**src/rtl/pcm_seq_pkg.sv**
```systemverilog
package pcm_seq_pkg;
  localparam int SLOTS_PER_CH = 12;
  localparam int SLOT_W       = 4;
  localparam int PTR_W        = 27;
  localparam int FRAC_W       = 11;
  localparam int ADDR_W       = PTR_W - FRAC_W;
  localparam int DATA_W       = 8;

  localparam logic [SLOT_W-1:0] SLOT_RELOAD = 4'd1;
  localparam logic [SLOT_W-1:0] SLOT_FETCH  = 4'd2;
  localparam logic [SLOT_W-1:0] SLOT_STEP   = 4'd4;
  localparam logic [SLOT_W-1:0] SLOT_MIX    = 4'd9;

  localparam logic [DATA_W-1:0] LOOP_MARK = 8'hFF;

  typedef enum logic [1:0] {
    CH_START  = 2'd0,
    CH_NORMAL = 2'd1,
    CH_LOOP   = 2'd2
  } ch_state_e;

  typedef enum logic [2:0] {
    SEL_START   = 3'd0,
    SEL_LOOP_LO = 3'd1,
    SEL_LOOP_HI = 3'd2,
    SEL_STEP_LO = 3'd3,
    SEL_STEP_HI = 3'd4
  } reg_sel_e;
endpackage

```
**src/rtl/pcm_slot_timer.sv**
```systemverilog
module pcm_slot_timer #(
  parameter int DIVIDER = 1,
  parameter int NUM_CH  = 8,
  parameter int CH_W    = $clog2(NUM_CH)
) (
  input  logic                            clk,
  input  logic                            rst,
  output logic [pcm_seq_pkg::SLOT_W-1:0]  slot,
  output logic [CH_W-1:0]                 chan,
  output logic                            slot_end,
  output logic                            frame_pulse
);
  import pcm_seq_pkg::*;

  localparam int SLOT_CLKS = 4 * DIVIDER;
  localparam int TC_W      = (SLOT_CLKS > 1) ? $clog2(SLOT_CLKS) : 1;
  localparam logic [TC_W-1:0]   TC_LAST   = TC_W'(SLOT_CLKS - 1);
  localparam logic [SLOT_W-1:0] SLOT_LAST = SLOT_W'(SLOTS_PER_CH - 1);
  localparam logic [CH_W-1:0]   CH_LAST   = CH_W'(NUM_CH - 1);

  logic [TC_W-1:0] tc;

  assign slot_end = (tc == TC_LAST);

  always_ff @(posedge clk) begin
    if (rst) begin
      tc          <= '0;
      slot        <= '0;
      chan        <= '0;
      frame_pulse <= 1'b0;
    end else begin
      frame_pulse <= 1'b0;
      if (slot_end) begin
        tc <= '0;
        if (slot == SLOT_LAST) begin
          slot <= '0;
          if (chan == CH_LAST) begin
            chan        <= '0;
            frame_pulse <= 1'b1;
          end else begin
            chan <= chan + 1'b1;
          end
        end else begin
          slot <= slot + 1'b1;
        end
      end else begin
        tc <= tc + 1'b1;
      end
    end
  end
endmodule

```
**src/rtl/pcm_chan_regs.sv**
```systemverilog
module pcm_chan_regs #(
  parameter int NUM_CH = 8,
  parameter int CH_W   = $clog2(NUM_CH)
) (
  input  logic             clk,
  input  logic             rst,
  input  logic             we,
  input  logic [CH_W-1:0]  wchan,
  input  logic [2:0]       wsel,
  input  logic [7:0]       wdata,
  output logic [7:0]       start_pg [NUM_CH],
  output logic [15:0]      loop_adr [NUM_CH],
  output logic [15:0]      step_val [NUM_CH]
);
  import pcm_seq_pkg::*;

  for (genvar i = 0; i < NUM_CH; i++) begin : g_ch
    always_ff @(posedge clk) begin
      if (rst) begin
        start_pg[i] <= '0;
        loop_adr[i] <= '0;
        step_val[i] <= '0;
      end else if (we && (wchan == CH_W'(i))) begin
        case (wsel)
          SEL_START:   start_pg[i]       <= wdata;
          SEL_LOOP_LO: loop_adr[i][7:0]  <= wdata;
          SEL_LOOP_HI: loop_adr[i][15:8] <= wdata;
          SEL_STEP_LO: step_val[i][7:0]  <= wdata;
          SEL_STEP_HI: step_val[i][15:8] <= wdata;
          default: ;
        endcase
      end
    end
  end
endmodule

```
**src/rtl/pcm_chan_engine.sv**
```systemverilog
module pcm_chan_engine #(
  parameter int NUM_CH = 8,
  parameter int CH_W   = $clog2(NUM_CH)
) (
  input  logic                                   clk,
  input  logic                                   rst,
  input  logic                                   sounding,
  input  logic [NUM_CH-1:0]                      chan_disable,
  input  logic [pcm_seq_pkg::SLOT_W-1:0]         slot,
  input  logic [CH_W-1:0]                        chan,
  input  logic                                   slot_end,
  input  logic [7:0]                             start_pg [NUM_CH],
  input  logic [15:0]                            loop_adr [NUM_CH],
  input  logic [15:0]                            step_val [NUM_CH],
  output logic                                   rd_en,
  output logic [pcm_seq_pkg::ADDR_W-1:0]         rd_addr,
  input  logic [pcm_seq_pkg::DATA_W-1:0]         rd_data,
  output logic                                   mix_valid,
  output logic [CH_W-1:0]                        mix_chan,
  output logic [pcm_seq_pkg::DATA_W-1:0]         mix_sample
);
  import pcm_seq_pkg::*;

  localparam int START_SH = PTR_W - 8;

  ch_state_e          state  [NUM_CH];
  logic [PTR_W-1:0]   ptr    [NUM_CH];
  logic [DATA_W-1:0]  sample [NUM_CH];
  logic [NUM_CH-1:0]  dis_q;
  logic               active;
  logic [PTR_W-1:0]   reload_ptr;

  assign active = sounding && !chan_disable[chan];

  always_comb begin
    case (state[chan])
      CH_START: reload_ptr = PTR_W'(start_pg[chan]) << START_SH;
      CH_LOOP:  reload_ptr = PTR_W'(loop_adr[chan]) << FRAC_W;
      default:  reload_ptr = ptr[chan];
    endcase
  end

  always_ff @(posedge clk) begin
    if (rst) begin
      for (int i = 0; i < NUM_CH; i++) begin
        state[i]  <= CH_START;
        ptr[i]    <= '0;
        sample[i] <= '0;
      end
      dis_q      <= '0;
      rd_en      <= 1'b0;
      rd_addr    <= '0;
      mix_valid  <= 1'b0;
      mix_chan   <= '0;
      mix_sample <= '0;
    end else begin
      rd_en     <= 1'b0;
      mix_valid <= 1'b0;
      dis_q     <= chan_disable;
      if (slot_end && active) begin
        case (slot)
          SLOT_RELOAD: begin
            ptr[chan]   <= reload_ptr;
            state[chan] <= CH_NORMAL;
            rd_en       <= 1'b1;
            rd_addr     <= reload_ptr[PTR_W-1:FRAC_W];
          end
          SLOT_FETCH: begin
            if (rd_data == LOOP_MARK) state[chan]  <= CH_LOOP;
            else                      sample[chan] <= rd_data;
          end
          SLOT_STEP: ptr[chan] <= ptr[chan] + PTR_W'(step_val[chan]);
          SLOT_MIX: begin
            mix_valid  <= 1'b1;
            mix_chan   <= chan;
            mix_sample <= sample[chan];
          end
          default: ;
        endcase
      end
      for (int i = 0; i < NUM_CH; i++) begin
        if (chan_disable[i] && !dis_q[i]) state[i] <= CH_START;
      end
    end
  end
endmodule

```
**src/rtl/pcm_sequencer.sv**
```systemverilog
module pcm_sequencer #(
  parameter int DIVIDER = 1,
  parameter int NUM_CH  = 8,
  parameter int CH_W    = $clog2(NUM_CH)
) (
  input  logic               clk,
  input  logic               rst,
  input  logic               sounding,
  input  logic [NUM_CH-1:0]  chan_disable,
  input  logic               reg_we,
  input  logic [CH_W-1:0]    reg_chan,
  input  logic [2:0]         reg_sel,
  input  logic [7:0]         reg_wdata,
  output logic               ram_rd_en,
  output logic [15:0]        ram_addr,
  input  logic [7:0]         ram_rdata,
  output logic               mix_valid,
  output logic [CH_W-1:0]    mix_chan,
  output logic [7:0]         mix_sample,
  output logic [3:0]         slot_idx,
  output logic [CH_W-1:0]    chan_idx,
  output logic               frame_pulse
);
  logic        slot_end;
  logic [7:0]  start_pg [NUM_CH];
  logic [15:0] loop_adr [NUM_CH];
  logic [15:0] step_val [NUM_CH];

  pcm_slot_timer #(.DIVIDER(DIVIDER), .NUM_CH(NUM_CH), .CH_W(CH_W)) u_timer (
    .clk(clk), .rst(rst), .slot(slot_idx), .chan(chan_idx),
    .slot_end(slot_end), .frame_pulse(frame_pulse)
  );

  pcm_chan_regs #(.NUM_CH(NUM_CH), .CH_W(CH_W)) u_regs (
    .clk(clk), .rst(rst), .we(reg_we), .wchan(reg_chan), .wsel(reg_sel),
    .wdata(reg_wdata), .start_pg(start_pg), .loop_adr(loop_adr),
    .step_val(step_val)
  );

  pcm_chan_engine #(.NUM_CH(NUM_CH), .CH_W(CH_W)) u_engine (
    .clk(clk), .rst(rst), .sounding(sounding), .chan_disable(chan_disable),
    .slot(slot_idx), .chan(chan_idx), .slot_end(slot_end),
    .start_pg(start_pg), .loop_adr(loop_adr), .step_val(step_val),
    .rd_en(ram_rd_en), .rd_addr(ram_addr), .rd_data(ram_rdata),
    .mix_valid(mix_valid), .mix_chan(mix_chan), .mix_sample(mix_sample)
  );
endmodule

```
**config.mk**
```make
export PLATFORM = sky130hd
export DESIGN_NAME = pcm_sequencer
export DESIGN_NICKNAME = d
export VERILOG_FILES = /design/src/rtl/pcm_seq_pkg.sv /design/src/rtl/pcm_slot_timer.sv /design/src/rtl/pcm_chan_regs.sv /design/src/rtl/pcm_chan_engine.sv /design/src/rtl/pcm_sequencer.sv
export SDC_FILE = /design/constraint.sdc
export NUM_CORES = 1
export LEC_CHECK = 0
export CAP_MARGIN = 20
export CORE_UTILIZATION = 40
export CTS_CLUSTER_DIAMETER = 80
export DETAILED_ROUTE_END_ITERATION = 12
export GPL_TIMING_DRIVEN = 0
export PLACE_DENSITY = 0.55
export SYNTH_ARGS = -nofsm -noshare
export SYNTH_HDL_FRONTEND = slang
export SYNTH_SLANG_ARGS = --single-unit
export TNS_END_PERCENT = 5
```
**constraint.sdc**
```tcl
create_clock -name clk -period 8.9 [get_ports clk]
set_input_delay 1.335 -clock clk [delete_from_list [all_inputs] [get_ports clk]]
set_output_delay 1.335 -clock clk [all_outputs]
set_load 0.05 [all_outputs]
```
* Word-level counts from Yosys, hierarchy flattened
Memories as Yosys holds them, arrays and structs flattened. A register that Yosys moved wholly into a read port is not among the register bits.
Index checks and enable logic that the tools add are counted.
** Storage, ports and cells
- Flip-flop bits (word level) :: 359
- Memory bits (writable) :: 296
- Input bits :: 34
- Output and inout port bits :: 37
- Memories :: 3
** Memory list
- u_engine.ptr :: depth 8, bits a word 27, rd ports 1, clocked after Yosys merged registers in 1, wr ports 8, line pcm_chan_engine.sv:27 : logic [PTR_W-1:0] ptr [NUM_CH];
- u_engine.sample :: depth 8, bits a word 8, rd ports 1, clocked after Yosys merged registers in 1, wr ports 8, line pcm_chan_engine.sv:28 : logic [DATA_W-1:0] sample [NUM_CH];
- u_engine.state :: depth 8, bits a word 2, rd ports 1, clocked after Yosys merged registers in 1, wr ports 9, line pcm_chan_engine.sv:26 : ch_state_e state [NUM_CH];
** Cells by class
- Add/subtract/negate cells :: 4
- Magnitude comparators :: 2
- Equality and inequality tests :: 20
- Muxes and demuxes :: 80
- Bitwise gates (word level) :: 14
- Reductions and logical operators :: 78
** Operators by type and width (number)
- 16-bit binary-select mux with 3-bit select :: 2
- 2-bit AND reduction :: 43
- 16-bit 2-to-1 mux :: 4
- 27-bit 2-to-1 mux :: 2
- 27-bit case mux with 2 select lines :: 1
- 1-bit 2-to-1 mux :: 49
- 27-bit by 16-bit adder with 27-bit output :: 1
- 27-bit OR reduction :: 1
- 8-bit binary-select mux with 3-bit select :: 1
- 8-bit 2-to-1 mux :: 3
- 3-bit 2-to-1 mux :: 7
- 3-bit equality test, second input constant :: 6
- 1-bit logical AND :: 18
- 2-bit 2-to-1 mux :: 9
- 3-bit by 2-bit equality test with 1-bit output, second input constant :: 4
- 1-bit OR :: 10
- 1-bit zero test :: 9
- 4-bit equality test, second input constant :: 2
- 8-bit equality test, second input constant :: 1
- 8-bit OR reduction :: 1
- 3-bit by 1-bit equality test with 1-bit output, second input constant :: 2
- 3-bit zero test :: 2
- 4-bit by 1-bit adder with 4-bit output, second input constant :: 1
- 2-bit equality test, second input constant :: 2
- 14 further kinds :: 17

* Longest topological paths before layout
- Word-level depth :: 11
- Gate-level depth with buffers :: 20
- Gate-level depth less buffers :: 14

* Modules after synthesis
Synthesis repeated with hierarchy kept, for this count alone.
** Unflattened totals
- Cell total of the unflattened synthesis :: 2727
- Area, all modules :: 30648.1 um^2
** By module, submodules not included
- pcm_chan_engine :: times used 1, cells each 1583, area each 17812.1 um^2
- pcm_chan_regs :: times used 1, cells each 1103, area each 12406.9 um^2
- pcm_slot_timer :: times used 1, cells each 41, area each 429.2 um^2

* Least setup slack after synthesis
No wires, ideal clock.
- Kind :: register -> register
- Start point :: register u_timer.chan[1]
- End point :: memory u_engine.ptr[0][20], data pin
- Library setup time :: 0.272 ns
- Data arrival time :: 5.114 ns
- Required time :: 8.628 ns
- Setup slack :: 3.514 ns
- Stages on the path, launching flop included :: 20
- Path buffers :: 5
- Period minus slack after synthesis :: 5.386 ns
- Cell sequence :: dfxtp_1 > buf_2 > buf_2 > buf_2 > buf_2 > inv_1 > nor3_1 > clkbuf_1 > a22oi_1 > nand4_1 > ha_1 > inv_1 > fa_1 > nor2b_1 > o31ai_1 > a2111oi_0 > o311ai_0 > xor2_1 > mux2i_1 > nor2_1
** RTL lines
- start, declared :: line pcm_slot_timer.sv:9 : output logic [CH_W-1:0] chan,
- start signal, assigned :: line pcm_slot_timer.sv:41 : chan <= chan + 1'b1;
- end, declared :: line pcm_chan_engine.sv:27

==> metrics <==
top_reg_cell synth dfxtp_1; CTS Hold Bufs 0; Num CTS Buffers 74; Mapped Nets 2,728; Leak 12.1 nW; Synth Area in Simple Gates 0.144; Net Switching 1.49 mW; r2r setup slk 0.57 ns; Pwr Total 6.54 mW; FILL cells 6,809; Worst Hold End u_timer.tc[0]; setup bufs post-CTS 0; GP Congestion 0.993; syn avg cell area 11.1 um^2; hold path start u_timer.tc[0]; FF-to-FF Start u_timer.chan[0]; Fmax achieved 120 MHz; Clock transition at path regs 0.06 ns; reg2reg path depth 20; Nets 2,887; Crit Path Max Fanout 10; Max IR drop VDD 0.117 mV; Fin. Hold Viols 0; # resized after CTS 0; multiplexer area fraction after synthesis 0.177; I/O pin total 71; WL/cell 28.3 um; Setup Crit Path Kind flop to flop; Power Internal 5.05 mW; drt initial violations 2,605; number of synthesized flops with an enable pin 296; largest net degree at the start of global routing 28; Root Buffer clkbuf_16; Skew-Pair Late Insertion Delay 0.63 ns; DPL Wire Length 76,700 um; Switching Fraction 0.228; drt total wl 109,000 um; failing checks design-rule violations; final setup fails 0; initial core utilization 0.405; initial antenna violation count 4; Antenna Nets Post-Route 0; placed cell count 3,703; Final min period 8.33 ns; Slew headroom 0.188; total grt overflow 0; hold path cells 1; area grow syn2layout 14.8%; Vias/cell 5.99; Tcrit/Tclk final 0.936; setup_tns 0 ns; share of layout cells above drive strength 1 0.0985; CP Data Required Time 9.23 ns; drc violations 7; vias in the first global route 22,500; Mapped Area 29,600 um^2; Core Util, Final 0.465; Synth Register Bits 666; Reg2Reg Capture Point u_engine.ptr[2][22]; Longest Clk Path Bufs 3; Final Non-Filler Cells 3,842; multi-input logic area 12,500 um^2; full die area 75,100 um^2; Adder-Cell Fraction of Synth Area 0.0104; Synth async-reset ratio 0; register area share after synthesis 0.550; die width 274 um; crit path DAT 8.66 ns; Crit. End Element flop; RSZ-0062 raised after global routing no; complex-gate fraction of the synthesized area 0.0837; I/O Buffers 55; register area 16,300 um^2; Max Cap Viol 0; Rows 99; core area 73,100 um^2; Slew @ Worst Pin 1.21 ns; Pwr Density 192 nW/um^2; Pre-Repair DR Iteration Count 10; Post-Synthesis Cells 2,670; clock share of power 0.458; Final Max Slew Viols 0; worst hold path type flop to flop; total number of vias 23,000; CTS tree built; hold slack 0.442 ns; warnings from Yosys 0; first-pass GRT wire length 156,000 um; CP startpoint kind flop; combinational power share 0.043; die height 274 um; htree depth 3; Num Clock Sinks 666; Seq pwr share 0.499; Synth cell types 74; Antenna diodes 0; total track usage 0.287; clk_skew 0.0392 ns; combinational family with the most area after synthesis multiplexers; outcome finished with violations; xor-xnor portion of the synthesized cell area 0.00503
## cell families (layout without fill, tap and decap cells)
group,after synthesis,count (layout)
multiplexers,422,422
buffers and inverters,215,428
AO/OA/AOI/OAI,349,349
AND/OR/NAND/NOR,977,977
adder cells (fa/ha/maj),24,24
flip-flops,666,666
XOR/XNOR,17,17
## worst max-delay path, cell delays in order, from the launching register on
cell       delay (ns)
dfxtp_1          0.51
buf_2            0.45
buf_2            0.58
buf_2            0.52
clkbuf_1         0.67
nor2_1           0.43
clkbuf_1         0.51
clkbuf_1         0.45
a22oi_1          0.38
nand4_1          0.49
ha_1             0.43
inv_1            0.10
fa_1             0.19
nor2b_1          0.08
o31ai_1          0.55
a2111oi_1        0.17
buf_2            0.21
o311ai_0         0.36
xor2_1           0.11
a21oi_1          0.71
nor2_1           0.09
## registers in the layout, indices dropped and copies added (netlist names), named ones only
name,count
u_engine.ptr,216
u_timer.tc,2
u_timer.slot,4
u_engine.rd_addr,16
u_engine.rd_en,1
u_engine.sample,64
u_engine.mix_sample,8
u_engine.dis_q,8
u_regs.step_val,128
u_regs.loop_adr,128
u_engine.state,16
u_timer.frame_pulse,1
u_timer.chan,3
u_regs.start_pg,64
u_engine.mix_valid,1
u_engine.mix_chan,3
## worst max-delay path by stage
stage                          startpoint             endpoint  slack (ns)  depth (start not counted)
after floorplan           u_timer.chan[1]  u_engine.ptr[0][20]        3.51                         19
after global placement    u_timer.chan[0]  u_engine.ptr[0][22]       -0.44                         18
after detailed placement  u_timer.chan[0]  u_engine.ptr[4][22]        0.83                         20
after CTS                 u_timer.chan[0]  u_engine.ptr[4][22]        0.84                         20
after global routing      u_timer.chan[0]  u_engine.ptr[4][22]        0.37                         20
final                     u_timer.chan[0]  u_engine.ptr[2][22]        0.57                         20
## stage by stage
step | setup slack, ns | area (um^2)
2_1_floorplan | 3.51 | 29600
3_3_place_gp | -0.436 | 31400
3_5_place_dp | 0.834 | 31600
4_1_cts | 0.836 | 33900
5_1_grt | 0.366 | 34000
6_report | 0.569 | 34000
## placed cells by master, fill, tap and decap left out, drive strengths merged, types with 23 or more instances in the layout
cell type	n
mux2i	303
clkbuf	259
o21ai	26
buf	66
a221oi	29
nand3	77
a22oi	43
mux2	42
dfxtp	370
nand2	126
mux4	77
a21oi	90
a22o	27
edfxtp	296
ha	23
and2	71
clkdlybuf4s50	55
nor2	583
inv	26
## cell usage after synthesis, drive strengths merged (23+ instances only)
master | instances | area share
mux2i | 303 | 0.10
a22o | 27 | 0.0080
dfxtp | 370 | 0.25
mux4 | 77 | 0.059
nor2 | 583 | 0.074
inv | 25 | 0.0032
buf | 41 | 0.0067
ha | 23 | 0.0097
edfxtp | 296 | 0.30
clkbuf | 149 | 0.019
a22oi | 43 | 0.011
nand2 | 126 | 0.016
a221oi | 29 | 0.0088
and2 | 71 | 0.015
a21oi | 90 | 0.015
mux2 | 42 | 0.016
nand3 | 77 | 0.013
o21ai | 26 | 0.0044
## power groups by stage
stage          registers, mW  logic, mW  clock network (mW)
6_report                3.26      0.284                2.99
5_1_grt                 3.26      0.294                3.14
4_1_cts                 3.26      0.277                3.02
3_5_place_dp            3.33      0.276                   0
3_3_place_gp            3.32      0.268                   0
2_1_floorplan           3.32      0.146                   0
## cell type report
type	count	area share
Sequential cell	666	0.480
Multi-Input combinational cell	1789	0.368
Clock buffer	108	0.0634
Tap cell	959	0.0353
Timing Repair Buffer	83	0.0240
Buffer	190	0.0223
Clock inverter	22	0.00504
Inverter	25	0.00276
## metal layers
layer	track usage	vias up	share of wire
li1	-	10000	-
met5	0	-	0.00012
met2	0.466	1185	0.47
met3	0.0616	254	0.088
met1	0.375	11600	0.41
met4	0.112	2	0.038
Note: power is estimated with default switching activity, not from simulation.
